### config.mk
export PLATFORM = sky130hd
export DESIGN_NAME = noise_shaper_1b
export DESIGN_NICKNAME = d
export VERILOG_FILES = /design/src/rtl/nshape_pkg.sv /design/src/rtl/nshape_rst_sync.sv /design/src/rtl/nshape_range_chk.sv /design/src/rtl/nshape_integ.sv /design/src/rtl/nshape_quant.sv /design/src/rtl/noise_shaper_1b.sv
export SDC_FILE = /design/constraint.sdc
export NUM_CORES = 1
export LEC_CHECK = 0
export ABC_AREA = 1
export BUFFER_PORTS_ARGS = -buffer_cell sky130_fd_sc_hd__clkbuf_2
export CELL_PAD_IN_SITES_DETAIL_PLACEMENT = 0
export CELL_PAD_IN_SITES_GLOBAL_PLACEMENT = 1
export CORE_MARGIN = 2
export CORE_UTILIZATION = 40
export DETAILED_ROUTE_END_ITERATION = 6
export HOLD_SLACK_MARGIN = 0.1
export PLACE_DENSITY = 0.78
export SLEW_MARGIN = 20
export SYNTH_ARGS = -nofsm -noshare
export SYNTH_HDL_FRONTEND = slang
export SYNTH_SLANG_ARGS = --single-unit
export TNS_END_PERCENT = 5
### constraint.sdc
create_clock -name clk -period 1.2 [get_ports clk]
set_input_delay 0.18 -clock clk [delete_from_list [all_inputs] [get_ports clk]]
set_output_delay 0.18 -clock clk [all_outputs]
set_load 0.1 [all_outputs]
### src/rtl/nshape_pkg.sv
package nshape_pkg;
  typedef enum logic {
    LVL_NEG = 1'b0,
    LVL_POS = 1'b1
  } lvl_e;

  localparam int RST_STAGES = 2;
endpackage

### src/rtl/nshape_rst_sync.sv
module nshape_rst_sync #(
  parameter int STAGES = 2
) (
  input  logic clk,
  input  logic rst_n,
  output logic rst_n_sync
);
  logic [STAGES-1:0] sh_q;
  logic [STAGES-1:0] sh_n;

  always_comb begin
    sh_n = {sh_q[STAGES-2:0], 1'b1};
  end

  always_ff @(posedge clk or negedge rst_n) begin
    if (!rst_n) sh_q <= '0;
    else        sh_q <= sh_n;
  end

  assign rst_n_sync = sh_q[STAGES-1];
endmodule

### src/rtl/nshape_range_chk.sv
module nshape_range_chk #(
  parameter int IN_W  = 16,
  parameter int LIMIT = 13107
) (
  input  logic                   clk,
  input  logic                   rst_n,
  input  logic                   strobe,
  input  logic signed [IN_W-1:0] x_in,
  output logic                   flag_q
);
  logic over_hi;
  logic over_lo;
  logic flag_n;

  always_comb begin
    over_hi = (x_in > LIMIT);
    over_lo = (x_in < -LIMIT);
    flag_n  = flag_q;
    if (strobe) flag_n = over_hi | over_lo;
  end

  always_ff @(posedge clk or negedge rst_n) begin
    if (!rst_n) flag_q <= 1'b0;
    else        flag_q <= flag_n;
  end

  // an out-of-band sample is reported after the strobe
  assert_flag_set_R5: assert property (@(posedge clk) disable iff (!rst_n)
    (strobe && ((x_in > LIMIT) || (x_in < -LIMIT))) |=> flag_q);

  // without a strobe the flag keeps its value
  assert_flag_hold_R6: assert property (@(posedge clk) disable iff (!rst_n)
    !strobe |=> $stable(flag_q));
endmodule

### src/rtl/nshape_integ.sv
module nshape_integ #(
  parameter int IN_W      = 16,
  parameter int ACC_W     = 20,
  parameter int HALF_STEP = 16384
) (
  input  logic                    clk,
  input  logic                    rst_n,
  input  logic                    strobe,
  input  logic signed [IN_W-1:0]  x_in,
  input  logic                    fb_pos,
  output logic signed [ACC_W-1:0] acc_q,
  output logic signed [ACC_W-1:0] acc_n
);
  localparam int SUM_W = ACC_W + 2;
  localparam logic signed [SUM_W-1:0] ACC_MAX  = SUM_W'((1 <<< (ACC_W-1)) - 1);
  localparam logic signed [SUM_W-1:0] ACC_MIN  = -ACC_MAX - SUM_W'(1);
  localparam logic signed [SUM_W-1:0] FB_LEVEL = SUM_W'(HALF_STEP);

  logic signed [IN_W-1:0]  xd_q;
  logic signed [IN_W-1:0]  xd_n;
  logic signed [SUM_W-1:0] acc_ext;
  logic signed [SUM_W-1:0] x_ext;
  logic signed [SUM_W-1:0] sum;
  logic signed [ACC_W-1:0] acc_sat;

  always_comb begin
    acc_ext = {{(SUM_W-ACC_W){acc_q[ACC_W-1]}}, acc_q};
    x_ext   = {{(SUM_W-IN_W){xd_q[IN_W-1]}}, xd_q};
    sum     = fb_pos ? (acc_ext + x_ext - FB_LEVEL) : (acc_ext + x_ext + FB_LEVEL);
    if (sum > ACC_MAX)      acc_sat = ACC_MAX[ACC_W-1:0];
    else if (sum < ACC_MIN) acc_sat = ACC_MIN[ACC_W-1:0];
    else                    acc_sat = sum[ACC_W-1:0];
    acc_n = acc_q;
    xd_n  = xd_q;
    if (strobe) begin
      acc_n = acc_sat;
      xd_n  = x_in;
    end
  end

  always_ff @(posedge clk or negedge rst_n) begin
    if (!rst_n) begin
      acc_q <= '0;
      xd_q  <= '0;
    end else begin
      acc_q <= acc_n;
      xd_q  <= xd_n;
    end
  end

  // a large positive push from a non-negative state must not wrap negative
  assert_no_wrap_pos_R7: assert property (@(posedge clk) disable iff (!rst_n)
    (strobe && !acc_q[ACC_W-1] && (xd_q >= HALF_STEP)) |=> !acc_q[ACC_W-1]);

  // mirror case on the negative side
  assert_no_wrap_neg_R7: assert property (@(posedge clk) disable iff (!rst_n)
    (strobe && acc_q[ACC_W-1] && (xd_q <= -HALF_STEP)) |=> acc_q[ACC_W-1]);

  // no strobe, no state change
  assert_state_hold_R6: assert property (@(posedge clk) disable iff (!rst_n)
    !strobe |=> ($stable(acc_q) && $stable(xd_q)));

  // zero input at the settled points flips the sign each update
  assert_zero_toggle_R3: assert property (@(posedge clk) disable iff (!rst_n)
    (strobe && (xd_q == 0) && ((acc_q == 0) || (acc_q == -HALF_STEP)))
      |=> (acc_q[ACC_W-1] != $past(acc_q[ACC_W-1])));
endmodule

### src/rtl/nshape_quant.sv
module nshape_quant
  import nshape_pkg::*;
(
  input  logic clk,
  input  logic rst_n,
  input  logic strobe,
  input  logic acc_sign_n,
  input  logic acc_sign_q,
  output logic y_q
);
  lvl_e lvl_q;
  lvl_e lvl_n;

  always_comb begin
    lvl_n = lvl_q;
    if (strobe) lvl_n = acc_sign_n ? LVL_NEG : LVL_POS;
  end

  always_ff @(posedge clk or negedge rst_n) begin
    if (!rst_n) lvl_q <= LVL_POS;
    else        lvl_q <= lvl_n;
  end

  assign y_q = (lvl_q == LVL_POS);

  // the output level always matches the accumulator sign
  assert_sign_match_R3: assert property (@(posedge clk) disable iff (!rst_n)
    y_q == !acc_sign_q);
endmodule

### src/rtl/noise_shaper_1b.sv
module noise_shaper_1b #(
  parameter int IN_W      = 16,
  parameter int ACC_W     = 20,
  parameter int HALF_STEP = 16384,
  parameter int RANGE_NUM = 4,
  parameter int RANGE_DEN = 5
) (
  input  logic            clk,
  input  logic            rst_n,
  input  logic            in_valid,
  input  logic [IN_W-1:0] in_sample,
  output logic            bit_out,
  output logic            range_err
);
  localparam int LIMIT = (HALF_STEP * RANGE_NUM) / RANGE_DEN;

  logic                    rst_n_s;
  logic signed [IN_W-1:0]  x_s;
  logic signed [ACC_W-1:0] acc_q;
  logic signed [ACC_W-1:0] acc_n;
  logic                    y_q;

  assign x_s = in_sample;

  nshape_rst_sync #(.STAGES(nshape_pkg::RST_STAGES)) u_rst (
    .clk        (clk),
    .rst_n      (rst_n),
    .rst_n_sync (rst_n_s)
  );

  nshape_range_chk #(.IN_W(IN_W), .LIMIT(LIMIT)) u_range (
    .clk    (clk),
    .rst_n  (rst_n_s),
    .strobe (in_valid),
    .x_in   (x_s),
    .flag_q (range_err)
  );

  nshape_integ #(.IN_W(IN_W), .ACC_W(ACC_W), .HALF_STEP(HALF_STEP)) u_integ (
    .clk    (clk),
    .rst_n  (rst_n_s),
    .strobe (in_valid),
    .x_in   (x_s),
    .fb_pos (y_q),
    .acc_q  (acc_q),
    .acc_n  (acc_n)
  );

  nshape_quant u_quant (
    .clk        (clk),
    .rst_n      (rst_n_s),
    .strobe     (in_valid),
    .acc_sign_n (acc_n[ACC_W-1]),
    .acc_sign_q (acc_q[ACC_W-1]),
    .y_q        (y_q)
  );

  assign bit_out = y_q;
endmodule

After elaboration in Yosys (flattened, before gate mapping)
Cells that the tools add are included.
{"block": "word_totals", "word_cells": 19, "n_memories": 0, "mem_bits_ro": 0, "latchBits": 0, "ff_bits": 40, "mem_bits_rw": 0, "input_bits": 19}
{"block": "op_classes", "order_cmp": 4, "shift": 0, "eq_ne": 0, "div_mod_pow": 0, "reduce_logical": 0, "n_addsub": 3, "bitwise_logic": 1, "mul": 0, "mux": 5}
{"operator": "20-bit two-way mux", "count": 3}
{"operator": "21-bit by 16-bit adder with 22-bit output (second input constant)", "count": 1}
{"operator": "22-bit by 20-bit > comparator with 1-bit output (second input constant)", "count": 1}
{"operator": "22-bit by 20-bit less-than comparator with 1-bit output (second input constant)", "count": 1}
{"operator": "22-bit two-way mux", "count": 1}
{"operator": "21-bit by 16-bit subtractor with 22-bit output (second input constant)", "count": 1}
{"operator": "20-bit by 16-bit adder with 21-bit output", "count": 1}
{"operator": "16-bit by 15-bit > comparator with 1-bit output (second input constant)", "count": 1}
{"operator": "16-bit by 15-bit less-than comparator with 1-bit output (second input constant)", "count": 1}
{"operator": "1-bit two-way mux", "count": 1}
{"operator": "1-bit OR", "count": 1}

Depth between registers and ports, before layout
{"block": "logic_depth", "depth_word": 8, "depth_mapped": 25, "ltp_nobuf": 24}

Modules after synthesis
From an unflattened synthesis, not the netlist that was laid out.
{"block": "hier_totals", "hier_cells": 413, "hier_area_um2": 3098.0}
{"module": "nshape_integ", "n_inst": 1, "cells_each": 360, "area_each_um2": 2800.2}
{"module": "nshape_range_chk", "n_inst": 1, "cells_each": 44, "area_each_um2": 198.9}
{"module": "nshape_rst_sync", "n_inst": 1, "cells_each": 3, "area_each_um2": 53.8}
{"module": "nshape_quant", "n_inst": 1, "cells_each": 6, "area_each_um2": 45.0}

Least setup slack after synthesis
No wires, ideal clock.
{"block": "synth_timing", "path_type": "flip-flop to flip-flop", "startpoint": "register u_integ.acc_q[0]", "endpoint": "register u_integ.acc_q[15]", "setup_time_ns": 0.120, "path_stages_with_launch": 22, "n_path_buf": 1, "required_ns": 1.080, "period_less_slack_ns": 3.407, "path_slack_ns": -2.207, "arrival_ns": 3.287, "cell_sequence": "dfrtp_1 -> ha_1 -> fa_1 -> nand2_1 -> nand2_1 -> nand3_2 -> nand2_1 -> nand2_1 -> nand2_2 -> nand3_1 -> nand2_1 -> a31oi_1 -> xor2_1 -> ha_1 -> a21o_1 -> a31oi_1 -> xor2_1 -> a21boi_1 -> nand2_2 -> buf_8 -> nand2_1 -> a21oi_2"}
{"block": "synth_between", "elab_chain_cells": 6}
{"item": "start, declared", "line_no": "nshape_integ.sv:11", "rtl": "output logic signed [ACC_W-1:0] acc_q,"}
{"item": "start signal, assigned", "line_no": "nshape_integ.sv:46", "rtl": "acc_q <= acc_n;"}
{"item": "20-bit by 16-bit adder with 21-bit output *", "line_no": "nshape_integ.sv:29", "rtl": "sum = fb_pos ? (acc_ext + x_ext - FB_LEVEL) : (acc_ext + x_ext + FB_LEVEL);"}
{"item": "21-bit by 16-bit adder with 22-bit output or 21-bit by 16-bit subtractor with 22-bit output (tied branches)", "line_no": "nshape_integ.sv:29"}
{"item": "22-bit two-way mux *", "line_no": "nshape_integ.sv:29"}
{"item": "22-bit by 20-bit less-than comparator with 1-bit output", "line_no": "nshape_integ.sv:31", "rtl": "else if (sum < ACC_MIN) acc_sat = ACC_MIN[ACC_W-1:0];"}
{"item": "20-bit two-way mux", "line_no": "nshape_integ.sv:31"}
{"item": "20-bit two-way mux *", "line_no": "nshape_integ.sv:30", "rtl": "if (sum > ACC_MAX) acc_sat = ACC_MAX[ACC_W-1:0];"}
Mark *: on every way between the ends. The rest lies on a longest branch, timed or not.
A chain may end at the register's enable or synchronous reset.

Worst setup path after layout
{"block": "layout_timing", "startpoint": "register u_integ.acc_q[0]", "endpoint": "register u_integ.acc_q[4]"}
The elaborated chain is that of the path after synthesis.

==> impl_metrics.env <==
export IMPL_synth_edf_count=0
export IMPL_initialDrtViolationCount=52
export IMPL_hold_ws_ps=93.5
export IMPL_status="finished with violations"
export IMPL_maxSlewViolCount=0
export IMPL_post_place_cells=573
export IMPL_final_setup_viol_count=22
export IMPL_hpwl_mm=5.71
export IMPL_hold_class="in2reg"
export IMPL_synth_seq_cells=40
export IMPL_netlist_area_leader_share_pct=33.4
export IMPL_tritoncts="done"
export IMPL_wl_per_cell_um=12.9
export IMPL_drcViolationCount=0
export IMPL_violations="setup timing"
export IMPL_dieHeight_um=89.4
export IMPL_timing_final_crit_share_pct=302
export IMPL_cp_buffers_inverters=1
export IMPL_period_minus_slack_ps=3620
export IMPL_grt_max_degree=20
export IMPL_num_fill_cells=646
export IMPL_met2_usage_pct=34.8
export IMPL_syn_cell_area_um2=2920
export IMPL_finClkSkew_ps=11.6
export IMPL_synth_flop_cell="dfrtp_1"
export IMPL_drive_above_1_share_pct=40.2
export IMPL_grt_overflow_total=0
export IMPL_start_kind="flip-flop"
export IMPL_cts_root_buf="clkbuf_8"
export IMPL_grt_usage_pct=19.8
export IMPL_crit_chain="ha_2 -> fa_2 -> nand2_2 -> nand2_2 -> nand3_2 -> nand2_2 -> nand2_2 -> nand2_2 -> nand3_2 -> nand2_4 -> a31oi_4 -> xor2_2 -> ha_1 -> a21o_1 -> a31oi_1 -> xor2_1 -> nand2_2 -> a21oi_4 -> clkbuf_16 -> a21oi_2"
export IMPL_ctsLongestPathBuffers=2
export IMPL_syn2layout_area_growth_pct=47.6
export IMPL_synth_area_leader_cell="dfrtp_1"
export IMPL_worst_slack_ps=-2420
export IMPL_syn_inst=374
export IMPL_antenna_found_initial=0
export IMPL_vias=2902
export IMPL_h_tree_depth=2
export IMPL_fin_nets=544
export IMPL_path_clk_slew_ps=80
export IMPL_ys_warn_count=0
export IMPL_hold_viol=0
export IMPL_diodes=0
export IMPL_cpPeakStageDelay_ps=400
export IMPL_fmax_mhz=276
export IMPL_ant_nets=0
export IMPL_critical_path_top_delay_family="compound AO/OA/AOI/OAI gates"
export IMPL_final_cell_count_no_fill=596
export IMPL_synth_fp_nets=422
export IMPL_seq_area_frac_synth_pct=34.3
export IMPL_grt_pass1_vias=2800
export IMPL_use_met3_pct=3.05
export IMPL_maxCapViolations=0
export IMPL_post_drt_via_cell_ratio=4.87
export IMPL_start_util_pct=40.7
export IMPL_crit_top_cell="nand2_2"
export IMPL_grt_pass1_wl_mm=12.4
export IMPL_die_area_um2=8000
export IMPL_crit_path_top_delay_cell="dfrtp_1"
export IMPL_top_usage_layer="met2"
export IMPL_synthArstFlopShare_pct=100
export IMPL_arrival_ps=3810
export IMPL_use_met1_pct=25.3
export IMPL_numCtsBuffers=5
export IMPL_critical_path_class="reg2reg"
export IMPL_clk_latency_ps=300
export IMPL_crit_path_end_kind="flip-flop"
export IMPL_wirelength_mm=7.68
export IMPL_rsz0062_at_grt="yes"
export IMPL_rows=31
export IMPL_port_buffer_count=20
export IMPL_cp_required_ps=1390
export IMPL_die_w_um=89.4
export IMPL_ios=21
export IMPL_reg2reg_slack_ps=-2420
export IMPL_syn_area_per_cell_um2=7.81
export IMPL_synth_area_leaders="dfrtp_1, nand2_1, ha_1"
export IMPL_cts_sinks=40
export IMPL_ys_types=33
export IMPL_drt_first_pass_iters=4
export IMPL_critical_path_max_fanout=5
export IMPL_gp_congestion=0.794
export IMPL_core_area_um2=7180
[registers in the layout, indices dropped and copies added, names as in the netlist, named ones only]
register,cells
u_integ.acc_q,19
u_integ.xd_q,16
u_rst.sh_q,2
u_quant.y_q,1
u_range.flag_q,1
[synth_stat cells, types with 4 or more instances]
cell type  number
nand2_1       107
dfrtp_1        39
nor2_1         35
a21oi_1        28
inv_1          28
ha_1           27
xor2_1         20
nand3_1        14
o21ai_0        11
a21oi_2        10
nand2_2         9
clkbuf_1        6
nor3_1          6
o21bai_1        4
[layout make-up]
cell class              count  area (µm²)  share of cell area [%]
multi-input cells         298        1980                    46.0
well taps                  99         124                    2.87
clock buffers               5        68.8                    1.60
repair buffers            123        1010                    23.4
clock inverters             3        21.3                   0.493
inverters                  28         105                    2.44
flip-flops and latches     40        1000                    23.2
[metrics by stage]
step | setup slack [ps] | instance area (µm²) | setup TNS, ps | utilization, %
detailed placement | -2430 | 3880 | -49960 | 54.1
floorplan | -2140 | 2980 | -43020 | -
finish | -2420 | 4310 | -50040 | 60.1
global route | -2620 | 4310 | -54170 | 60.1
global placement | -2400 | 3880 | -49570 | 54.1
CTS | -2330 | 4040 | -48260 | 56.4
[cell families after synthesis]
kind of cell,share of synthesized area (%)
AO/OA/AOI/OAI,14.8
flip-flops,34.3
buffers and inverters,5.57
other,0.128
AND/OR/NAND/NOR,25.7
adder cells (fa/ha/maj),12.9
XOR/XNOR,6.60
[cell usage in the layout (no fill, tap or decap), types with 9 or more instances in the layout]
| cell | synthesis | layout |
|---|---|---|
| a21oi_1 | 28 | 20 |
| a21oi_2 | 10 | 18 |
| nor2_1 | 35 | 32 |
| buf_4 | 0 | 91 |
| clkbuf_2 | 0 | 18 |
| ha_1 | 27 | 20 |
| nand3_1 | 14 | 13 |
| xor2_1 | 20 | 18 |
| inv_1 | 28 | 28 |
| dfrtp_1 | 39 | 39 |
| nand2_1 | 107 | 90 |
| o21ai_0 | 11 | 9 |
| nand2_2 | 9 | 25 |
[tightest hold or removal path, delay by kind of cell]
kind                   cells  cell delay [ps]
and+or+nand+nor            2              100
buffers and inverters      1               90
[final timing paths]
kind,from,endpoint,depth (start not counted)
setup / recovery,u_integ.acc_q[0],u_integ.acc_q[4],20
hold / removal,in_sample[1],u_integ.xd_q[1],3
setup reg to reg,u_integ.acc_q[0],u_integ.acc_q[4],20
hold reg to reg,u_rst.sh_q[1],asynchronous set/reset pin,0
max in group asynchronous,u_rst.sh_q[1],u_integ.acc_q[13],1
min in group asynchronous,rst_n,u_rst.sh_q[0],2
[routing by layer]
layer | share of wire [%] | vias up
li1 | - | 1480
met1 | 45 | 1366
met2 | 50 | 45
met3 | 3.2 | 11
met4 | 2.0 | 0
met5 | 0 | -
[what timing repair did]
item | in CTS | in global routing
hold buffers | 3 | 0
endpoints found under the setup margin | 22 | 22
endpoints found under the hold margin | 4 | 0
cloned | 0 | 3
pin swaps | 3 | 17
setup buffers | 0 | 9
resized for setup | 6 | 28
Power is left out: the tool's default activity adds up to more than one toggle a clock period on the data nets, which glitch-free logic cannot reach.
